`src/rtl/lmr_pkg.sv`:
```
package lmr_pkg;
    localparam int N_MODES = 5;

    // Indices of the one-hot result, highest priority at the top.
    localparam int M_TXFD = 4;
    localparam int M_T4   = 3;
    localparam int M_TXHD = 2;
    localparam int M_10FD = 1;
    localparam int M_10HD = 0;

    // Positions inside the ability field (word bits 9:5 shifted down).
    localparam int A_T4   = 4;
    localparam int A_TXFD = 3;
    localparam int A_TX   = 2;
    localparam int A_10FD = 1;
    localparam int A_10   = 0;

    typedef enum logic [1:0] {
        ST_EMPTY  = 2'd0,
        ST_LINKED = 2'd1,
        ST_REJECT = 2'd2
    } res_state_t;
endpackage

```
`src/rtl/lmr_match.sv`:
```
module lmr_match #(
    parameter int ABIL_W   = 5,
    parameter int SEL_W    = 5,
    parameter logic [SEL_W-1:0] SEL_CODE = 5'b00001
) (
    input  logic [ABIL_W-1:0] loc_abil,
    input  logic [ABIL_W-1:0] par_abil,
    input  logic [SEL_W-1:0]  loc_sel,
    input  logic [SEL_W-1:0]  par_sel,
    output logic [ABIL_W-1:0] common,
    output logic              sel_ok
);
    always_comb begin
        common = loc_abil & par_abil;
        sel_ok = (loc_sel == SEL_CODE) && (par_sel == SEL_CODE);
    end
endmodule

```
`src/rtl/lmr_rank.sv`:
```
module lmr_rank
    import lmr_pkg::*;
(
    input  logic [N_MODES-1:0] common,
    output logic [N_MODES-1:0] grant,
    output logic               any
);
    logic [N_MODES-1:0] ranked;

    // Place the ability bits in priority order.
    always_comb begin
        ranked         = '0;
        ranked[M_TXFD] = common[A_TXFD];
        ranked[M_T4]   = common[A_T4];
        ranked[M_TXHD] = common[A_TX];
        ranked[M_10FD] = common[A_10FD];
        ranked[M_10HD] = common[A_10];
    end

    genvar gi;
    generate
        for (gi = 0; gi < N_MODES; gi++) begin : g_pick
            if (gi == N_MODES - 1) begin : g_top
                assign grant[gi] = ranked[gi];
            end else begin : g_lower
                assign grant[gi] = ranked[gi] & ~(|ranked[N_MODES-1:gi+1]);
            end
        end
    endgenerate

    assign any = |ranked;
endmodule

```
`src/rtl/lmr_state.sv`:
```
module lmr_state
    import lmr_pkg::*;
(
    input  logic               clk,
    input  logic               rst,
    input  logic               done,
    input  logic               res_ok,
    input  logic [N_MODES-1:0] grant,
    input  logic               rf_in,
    output logic [N_MODES-1:0] mode_oh,
    output logic               valid,
    output logic               speed_100,
    output logic               full_duplex,
    output logic               remote_fault
);
    res_state_t         state_q, state_d;
    logic [N_MODES-1:0] mode_q;
    logic               rf_q;

    always_comb begin
        state_d = state_q;
        unique case (state_q)
            ST_EMPTY, ST_LINKED, ST_REJECT: begin
                if (done) state_d = res_ok ? ST_LINKED : ST_REJECT;
            end
            default: state_d = ST_EMPTY;
        endcase
    end

    always_ff @(posedge clk) begin
        if (rst) begin
            state_q <= ST_EMPTY;
            mode_q  <= '0;
            rf_q    <= 1'b0;
        end else begin
            state_q <= state_d;
            if (done) begin
                mode_q <= res_ok ? grant : '0;
                rf_q   <= rf_in;
            end
        end
    end

    always_comb begin
        mode_oh      = '0;
        valid        = 1'b0;
        unique case (state_q)
            ST_LINKED: begin
                mode_oh = mode_q;
                valid   = 1'b1;
            end
            ST_EMPTY, ST_REJECT: begin
                mode_oh = '0;
                valid   = 1'b0;
            end
            default: begin
                mode_oh = '0;
                valid   = 1'b0;
            end
        endcase
        speed_100    = mode_oh[M_TXFD] | mode_oh[M_T4] | mode_oh[M_TXHD];
        full_duplex  = mode_oh[M_TXFD] | mode_oh[M_10FD];
        remote_fault = rf_q;
    end
endmodule

```
`src/rtl/link_mode_resolver.sv`:
```
module link_mode_resolver
    import lmr_pkg::*;
#(
    parameter int WORD_W   = 16,
    parameter int SEL_W    = 5,
    parameter int ABIL_LSB = 5,
    parameter int RF_BIT   = 13,
    parameter logic [SEL_W-1:0] SEL_CODE = 5'b00001
) (
    input  logic              clk,
    input  logic              rst,
    input  logic              done,
    input  logic [WORD_W-1:0] local_word,
    input  logic [WORD_W-1:0] partner_word,
    output logic [N_MODES-1:0] mode_oh,
    output logic              valid,
    output logic              speed_100,
    output logic              full_duplex,
    output logic              remote_fault
);
    localparam int ABIL_HI = ABIL_LSB + N_MODES - 1;

    logic [N_MODES-1:0] common;
    logic [N_MODES-1:0] grant;
    logic               sel_ok;
    logic               any;
    logic               unused_bits;

    assign unused_bits = ^{local_word[WORD_W-1:ABIL_HI+1], partner_word[WORD_W-1:ABIL_HI+1]};

    lmr_match #(
        .ABIL_W   (N_MODES),
        .SEL_W    (SEL_W),
        .SEL_CODE (SEL_CODE)
    ) u_match (
        .loc_abil (local_word[ABIL_HI:ABIL_LSB]),
        .par_abil (partner_word[ABIL_HI:ABIL_LSB]),
        .loc_sel  (local_word[SEL_W-1:0]),
        .par_sel  (partner_word[SEL_W-1:0]),
        .common   (common),
        .sel_ok   (sel_ok)
    );

    lmr_rank u_rank (
        .common (common),
        .grant  (grant),
        .any    (any)
    );

    lmr_state u_state (
        .clk          (clk),
        .rst          (rst),
        .done         (done),
        .res_ok       (sel_ok & any),
        .grant        (grant),
        .rf_in        (partner_word[RF_BIT]),
        .mode_oh      (mode_oh),
        .valid        (valid),
        .speed_100    (speed_100),
        .full_duplex  (full_duplex),
        .remote_fault (remote_fault)
    );
endmodule

```
`config.mk`:
```
export PLATFORM = sky130hd
export DESIGN_NAME = link_mode_resolver
export DESIGN_NICKNAME = d
export VERILOG_FILES = /design/src/rtl/lmr_pkg.sv /design/src/rtl/lmr_match.sv /design/src/rtl/lmr_rank.sv /design/src/rtl/lmr_state.sv /design/src/rtl/link_mode_resolver.sv
export SDC_FILE = /design/constraint.sdc
export NUM_CORES = 1
export LEC_CHECK = 0
export ABC_AREA = 1
export BUFFER_PORTS_ARGS = -buffer_cell sky130_fd_sc_hd__buf_2
export CORE_MARGIN = 2
export CORE_UTILIZATION = 38
export DETAILED_ROUTE_END_ITERATION = 6
export GPL_TIMING_DRIVEN = 0
export HOLD_SLACK_MARGIN = 0.08
export PLACE_DENSITY = 0.81
export SYNTH_ARGS = -nofsm -noshare
export SYNTH_HDL_FRONTEND = slang
export SYNTH_SLANG_ARGS = --single-unit
```
`constraint.sdc`:
```
create_clock -name clk -period 1.1 [get_ports clk]
set_input_delay 0 -clock clk [delete_from_list [all_inputs] [get_ports clk]]
set_output_delay 0 -clock clk [all_outputs]
set_load 0.05 [all_outputs]
```
Word-level counts from Yosys, hierarchy flattened. Index checks and enable logic that the tools add are counted. W data, S select, Z words.

Bitwise operators: 14. Muxes and demuxes: 4. Reduce and logical (&&, ||, !) cells: 8. Equality and inequality tests: 4.

Operators by type and width (number): $eq A5 B1 Y1 const B (2); $mux W5 (2); $reduce_or A3 Y1 (2); $and A1 B1 Y1 (5); $and A5 B5 Y5 (1); $not A1 Y1 (5); $reduce_or A5 Y1 (1); $reduce_or A2 Y1 (2); $reduce_or A4 Y1 (1); $or A1 B1 Y1 (3); $eq A2 B1 Y1 const B (1); $eq A2 B2 Y1 const B (1); $logic_not A2 Y1 (1); $mux W2 (1); $logic_and A1 B1 Y1 (1); $mux W1 (1).

Logic and storage cells: 33. Output and inout bits: 9. Register bits: 8. Input bits: 35.

Logic depth before layout (Yosys ltp). Gate-level depths: netlist (run 1).

Word-level depth: 5. Depth in mapped cells: 6. Mapped depth without buffers: 6.

By module. From an unflattened synthesis (run 1), not the netlist that was laid out.

Cells, all modules: 86. Area total of the unflattened synthesis: 515.5 sq um.

Modules (own cells, without submodules): lmr_state (area each 374.1 sq um, instances 1, seq. area each 160.2 sq um, cells an instance 51); lmr_match (area each 73.8 sq um, instances 1, seq. area each 0.0 sq um, cells an instance 19); lmr_rank (area each 60.1 sq um, instances 1, seq. area each 0.0 sq um, cells an instance 14); link_mode_resolver (area each 7.5 sq um, instances 1, seq. area each 0.0 sq um, cells an instance 2).

Least setup slack after synthesis (run 1). No wires, ideal clock.

Path kind: register to output. Start point: reg u_state.state_q[0]. End point: out speed_100. Buffers on the path: 0. Data arrival time: 2.076 ns. Cell stages (with the launch flop): 5. Slack: -0.976 ns. Data required time: 1.100 ns. Cells stage by stage: dfxtp_1 > inv_1 > nor2_1 > inv_2 > a31oi_1.

Cells in the longest elaborated chain, start to end: 4.

RTL lines: start, declared (RTL line lmr_state.sv:16) `res_state_t state_q, state_d;`; start signal, assigned (RTL line lmr_state.sv:36) `state_q <= state_d;`; $eq A2 B1 Y1 (*) (RTL line lmr_state.sv:47) `unique case (state_q)`; $mux W5 (*) (RTL line lmr_state.sv:47); $or A1 B1 Y1 (RTL line lmr_state.sv:61) `speed_100 = mode_oh[M_TXFD] | mode_oh[M_T4] | mode_oh[M_TXHD];`; $or A1 B1 Y1 (*) (RTL line lmr_state.sv:61); end, declared (RTL line link_mode_resolver.sv:17) `output logic speed_100,`.

Every way passes the cells marked *; elsewhere a longest branch is shown, timed or not.

Worst setup path in the final report (run 1). Same ends and word-level chain as after synthesis.

==> results of run 1 <==
-- path summary, 6_finish.rpt --
path,to,start,depth (start not counted),slack [ns]
hold reg to reg,u_state.mode_q[2]$_SDFFE_PP0P_,u_state.mode_q[2]$_SDFFE_PP0P_,2,0.46
hold / removal,u_state.mode_q[0]$_SDFFE_PP0P_,partner_word[5],5,0.13
setup / recovery,speed_100,u_state.state_q[0]$_SDFFE_PP0P_,5,-0.04
setup reg to reg,u_state.state_q[1]$_SDFFE_PP0P_,u_state.state_q[0]$_SDFFE_PP0P_,4,0.31
-- where the power goes --
part           total [mW]  leakage (nW)  internal [mW]  switching, mW
combinational       0.124         0.333         0.0586         0.0657
sequential          0.301        0.0657          0.296        0.00468
clock               0.216        0.0138          0.124         0.0914
total               0.641         0.412          0.479          0.162
-- timing repair --
action | 4_1_cts | 5_1_grt
hold buffers | 3 | 0
buffers inserted | 1 | 0
pin swaps | 1 | 1
gates cloned | 0 | 0
resized for setup | 10 | 13
endpoints found under the hold margin | 6 | 0
setup endpoints to repair | 7 | 13
-- worst max-delay path, stage by stage (launching register included) --
cell and delay [ns]:
dfxtp_2 0.33, inv_2 0.04, nor2_4 0.12, inv_6 0.09, a31oi_4 0.15, buf_6 0.18
-- stage by stage --
step            util  area (um2)  hold WS, ns  power, mW  TNS [ns]
3_5_place_dp   0.600         761        0.236      0.423         0
6_report       0.702         891        0.130      0.641   -0.0548
5_1_grt        0.702         891        0.150      0.680    -0.248
3_3_place_gp   0.600         761        0.227      0.420         0
4_1_cts        0.668         847        0.131      0.646   -0.0533
2_1_floorplan      -         582       0.0691      0.370    -0.191
-- cell usage after synthesis --
master / n / share of area
nand2_1: 17 / 0.13
inv_1: 14 / 0.10
nor2_1: 13 / 0.097
dfxtp_1: 8 / 0.32
a21oi_1: 7 / 0.069
nand4_1: 5 / 0.062
inv_2: 2 / 0.015
nand2_2: 2 / 0.025
nor2_2: 2 / 0.025
a31oi_1: 1 / 0.012
nand2_4: 1 / 0.022
nand3_1: 1 / 0.0099
nor2_4: 1 / 0.022
nor2_8: 1 / 0.040
nor3b_2: 1 / 0.025
o21ai_0: 1 / 0.0099
or2_4: 1 / 0.017
-- placed cells by master, fill, tap and decap left out, types with 3 or more instances in the layout --
cell type	netlist	routed
buf_8	0	5
dfxtp_1	8	6
nand2_1	17	17
inv_1	14	13
nor2_1	13	7
a21oi_1	7	5
clkbuf_4	0	3
nor2_4	1	7
buf_2	0	24
nand4_1	5	5
-- logic make-up (layout without fill, tap and decap cells) --
family,count (synthesis),after routing,share of synthesized area
AOI/OAI and AO/OA,9,9,0.0918
DFF,8,8,0.318
buffers and inverters,16,54,0.119
and+or+nand+nor,45,45,0.471
-- flip-flops by register name, indices dropped and copies added (netlist names) --
register and cells:
u_state.remote_fault 1, u_state.mode_q 5, u_state.state_q 2
-- metal layers --
metal,up-vias,GRT usage,part of all wire,wire [um]
met1,253,0.155,0.39,424
met2,23,0.337,0.53,584
met4,0,0.100,0.029,32
li1,318,-,-,-
met5,-,0,0,0
met3,4,0.0333,0.053,58
-- layout make-up --
| type | instances | area [um2] |
|---|---|---|
| fill | 109 | 378 |
| tap | 15 | 18.8 |
| timing repair buffer | 35 | 258 |
| clock buffer | 3 | 22.5 |
| sequential | 8 | 163 |
| multi-input combinational | 54 | 364 |
| inverter | 16 | 65.1 |
==> results_dict.tcl, run 1 <==
set metrics [dict create \
    status "finished with violations" \
    violations "negative setup slack" \
    max_freq_mhz 874 \
    cts_buffers 3 \
    dieWidth_um 40.4 \
    num_rows 13 \
    grt_pass1_vias 513 \
    avgSynthCellArea_um2 6.46 \
    relSlewSlack 0.832 \
    clock_latency_ns 0.25 \
    ir_worst_vdd_mv 0.511 \
    drv_cap 0 \
    synth_cells 78 \
    vias_per_cell 4.56 \
    grt_start_max_net_pins 8 \
    cp-end-kind "output port" \
    crit_type "reg2out" \
    cts_tree "done" \
    final-max-slew-violation-count 0 \
    antenna_found_initial 0 \
    syn_area_um2 504 \
    finClkSkew_ns 0.0000836 \
    rsz0062_at_grt "true" \
    diodes 0 \
    drtPass1Iterations 4 \
    area_growth_pct 76.7 \
    critPathLaunchType "flop" \
    drtIter0Drc 5 \
    die_h_um 40.4 \
    arrival_ns 1.14 \
    syn_nets 113 \
    coreArea_um2 1270 \
    final_nets 153 \
    synth_cell_type_count 17 \
    drc_errors 0 \
    die_area_um2 1630 \
    pin_count 44 \
    finalNonFillerCells 131 \
    vias 598 \
    wirelength_um 1100 \
    ant_nets 0 \
    yosysWarnings 0 \
    dp.cells 125 \
    cts-root-buf "clkbuf_4" \
    synth-seq-cells 8 \
    final.setup.worst_slack_ns -0.0438 \
    required_ns 1.10 \
    hp-class "in2reg" \
    seq_area_frac_synth 0.318 \
    drive_above_1_share 0.509 \
    numPortBuffers 32 \
    dp_hpwl_um 879 \
    crit_fanout 7 \
    clk_path_buf_depth 2 \
    finalHoldViolCount 0 \
    h-tree-depth 1 \
    detail_route.wl_per_cell_um 8.40 \
    grt.overflow.total 0 \
    finalSetupViolCount 2 \
    period_minus_slack_ns 1.14 \
    power_density_nw_per_um2 719 \
    tightest_slew_ns 0.252 \
    start_util 0.397 \
    fin_crit_sh 1.04 \
    grt_first_pass_wirelength_um 1800 \
    clock_sinks 8 \
    pre_cts_ws_ns 0.102 \
    leakagePower_nw 0.412 \
    clk_pin_slew_ns 0.05 \
    grt_use_total 0.171 \
    gp_routability_congestion 0.732 \
]
No activity file was read; power rests on OpenSTA's default activity.
==> run 2: changes to the inputs <==
Settings changed: CORE_MARGIN 2 to 3.
==> run 2 against run 1 <==
The run still ends with negative setup slack left; register-to-register slack got worse by 0.11 ns; global-route usage decreased by 0.38 points; clock skew about the same; flip-flop and latch count unchanged; critical path type unchanged.
==> results_dict.tcl, run 2 (same netlist as run 1, synthesis figures left out) <==
set metrics [dict create \
    grt_use_total 0.167 \
    cts_tree "done" \
    area_growth_pct 74.4 \
    violations "negative setup slack" \
    numPortBuffers 32 \
    cts_buffers 3 \
    grt_pass1_vias 593 \
    cts-root-buf "clkbuf_4" \
    drive_above_1_share 0.500 \
    reg2reg_from "u_state.state_q[1]$_SDFFE_PP0P_" \
    required_ns 1.10 \
    slowest_delay_ns 0.34 \
    vias_per_cell 4.64 \
    final_nets 155 \
    drtPass1Iterations 5 \
    rsz0062_at_grt "true" \
    rr_worst_depth 4 \
    grt_use_met2 0.295 \
    grt.overflow.total 0 \
    vias 612 \
    gp_routability_congestion 0.775 \
    power_density_nw_per_um2 757 \
    design_area_um2 880 \
    wirelength_um 1320 \
    slowest_stage "dfxtp_2" \
    crit_type "reg2out" \
    place_area_um2 759 \
    crit_buf_inv 3 \
    arrival_ns 1.16 \
    finalHoldViolCount 0 \
    largest_reg_flops 5 \
    cpLargestDelayFamily "flip-flops" \
    max_freq_mhz 859 \
    status "finished with violations" \
    drc_errors 0 \
    cp.depth 5 \
    die_h_um 42.4 \
    ant_nets 0 \
    dieWidth_um 42.4 \
    relSlewSlack 0.825 \
    met3_usage 0.0172 \
    num_rows 12 \
    ir_worst_vdd_mv 0.374 \
    clk_path_buf_depth 2 \
    antenna_found_initial 0 \
    tightest_slew_ns 0.263 \
    ff2ff_setup_slack_ns 0.20 \
    grt_util_met1 0.173 \
    grt_start_max_net_pins 8 \
    detail_route.wl_per_cell_um 9.98 \
    final_common_cell "buf_2" \
    crit_fanout 7 \
    coreArea_um2 1170 \
    clk_pin_slew_ns 0.06 \
    crit_start "u_state.state_q[0]$_SDFFE_PP0P_" \
    regMostFlops "u_state.mode_q" \
    finClkSkew_ns 0.0000352 \
    drtIter0Drc 22 \
    drv_cap 0 \
    whs_ns 0.116 \
    diodes 0 \
    r2r_end "u_state.state_q[1]$_SDFFE_PP0P_" \
    final.setup.worst_slack_ns -0.0637 \
    clock_latency_ns 0.26 \
    cp-end-kind "output port" \
    leakagePower_nw 0.409 \
    clock_sinks 8 \
    pin_count 44 \
    period_minus_slack_ns 1.16 \
    grt_most_used_layer "met2" \
    final-max-slew-violation-count 0 \
    crit_chain "inv_2 > nor2_4 > inv_6 > a31oi_4 > buf_6" \
    start_util 0.431 \
    h-tree-depth 1 \
    grt_first_pass_wirelength_um 2290 \
    fin_util 0.751 \
    fin_crit_sh 1.06 \
    crit_end "speed_100" \
    critPathLaunchType "flop" \
    hp-class "in2reg" \
    dp_hpwl_um 1020 \
    final_cell_mix "buf_2 (25), nand2_1 (17), inv_1 (13)" \
    die_area_um2 1800 \
    finalSetupViolCount 2 \
]
==> run 2: cell type report <==
class | instances | area [um2]
timing repair buffer | 37 | 256
fill | 89 | 292
tap | 14 | 17.5
clock buffer | 3 | 22.5
inverter | 16 | 65.1
multi-input combinational | 54 | 355
sequential | 8 | 163
==> run 2: tightest hold or removal path: cells and delay by family <==
family	cells	cell delay, ns
AND/OR/NAND/NOR	2	0.22
buffers and inverters	1	0.12
==> run 2: timing repair <==
| action | 4_1_cts | 5_1_grt |
|---|---|---|
| pin swaps | 1 | 0 |
| setup buffers | 2 | 0 |
| resized for setup | 11 | 6 |
| hold buffers | 3 | 0 |
| setup endpoints to repair | 7 | 7 |
| hold endpoints to repair | 6 | 0 |
==> run 2: power breakdown <==
part	internal [mW]	total, mW	switching [mW]
logic	0.0622	0.134	0.0717
clock network	0.125	0.233	0.107
registers	0.296	0.300	0.00410
total	0.483	0.666	0.183
==> run 2: worst min path at each step <==
stage | start | to | slack, ns | cells past startpoint
finish | done | u_state.state_q[1]$_SDFFE_PP0P_ | 0.12 | 3
global placement | partner_word[13] | u_state.remote_fault$_SDFFE_PP0P_ | 0.23 | 3
floorplan | rst | u_state.mode_q[0]$_SDFFE_PP0P_ | 0.07 | 1
global route | done | u_state.state_q[1]$_SDFFE_PP0P_ | 0.13 | 3
CTS | partner_word[5] | u_state.mode_q[0]$_SDFFE_PP0P_ | 0.13 | 5
detailed placement | rst | u_state.mode_q[3]$_SDFFE_PP0P_ | 0.24 | 2
==> run 2: stage by stage <==
step	TNS (ns)	power, mW	setup WS (ns)	std cells
2_1_floorplan	-0.191	0.370	-0.0989	78
3_3_place_gp	0	0.420	0.110	124
3_5_place_dp	0	0.425	0.0986	124
4_1_cts	-0.0565	0.657	-0.0471	132
5_1_grt	-0.453	0.689	-0.128	132
6_report	-0.0922	0.666	-0.0637	132
==> run 2: routing by layer <==
layer	up-vias	part of all wire	wire length, um
met5	-	0	0
met4	0	0.059	78
met3	9	0.078	103
met2	36	0.50	662
met1	244	0.36	473
li1	323	-	-
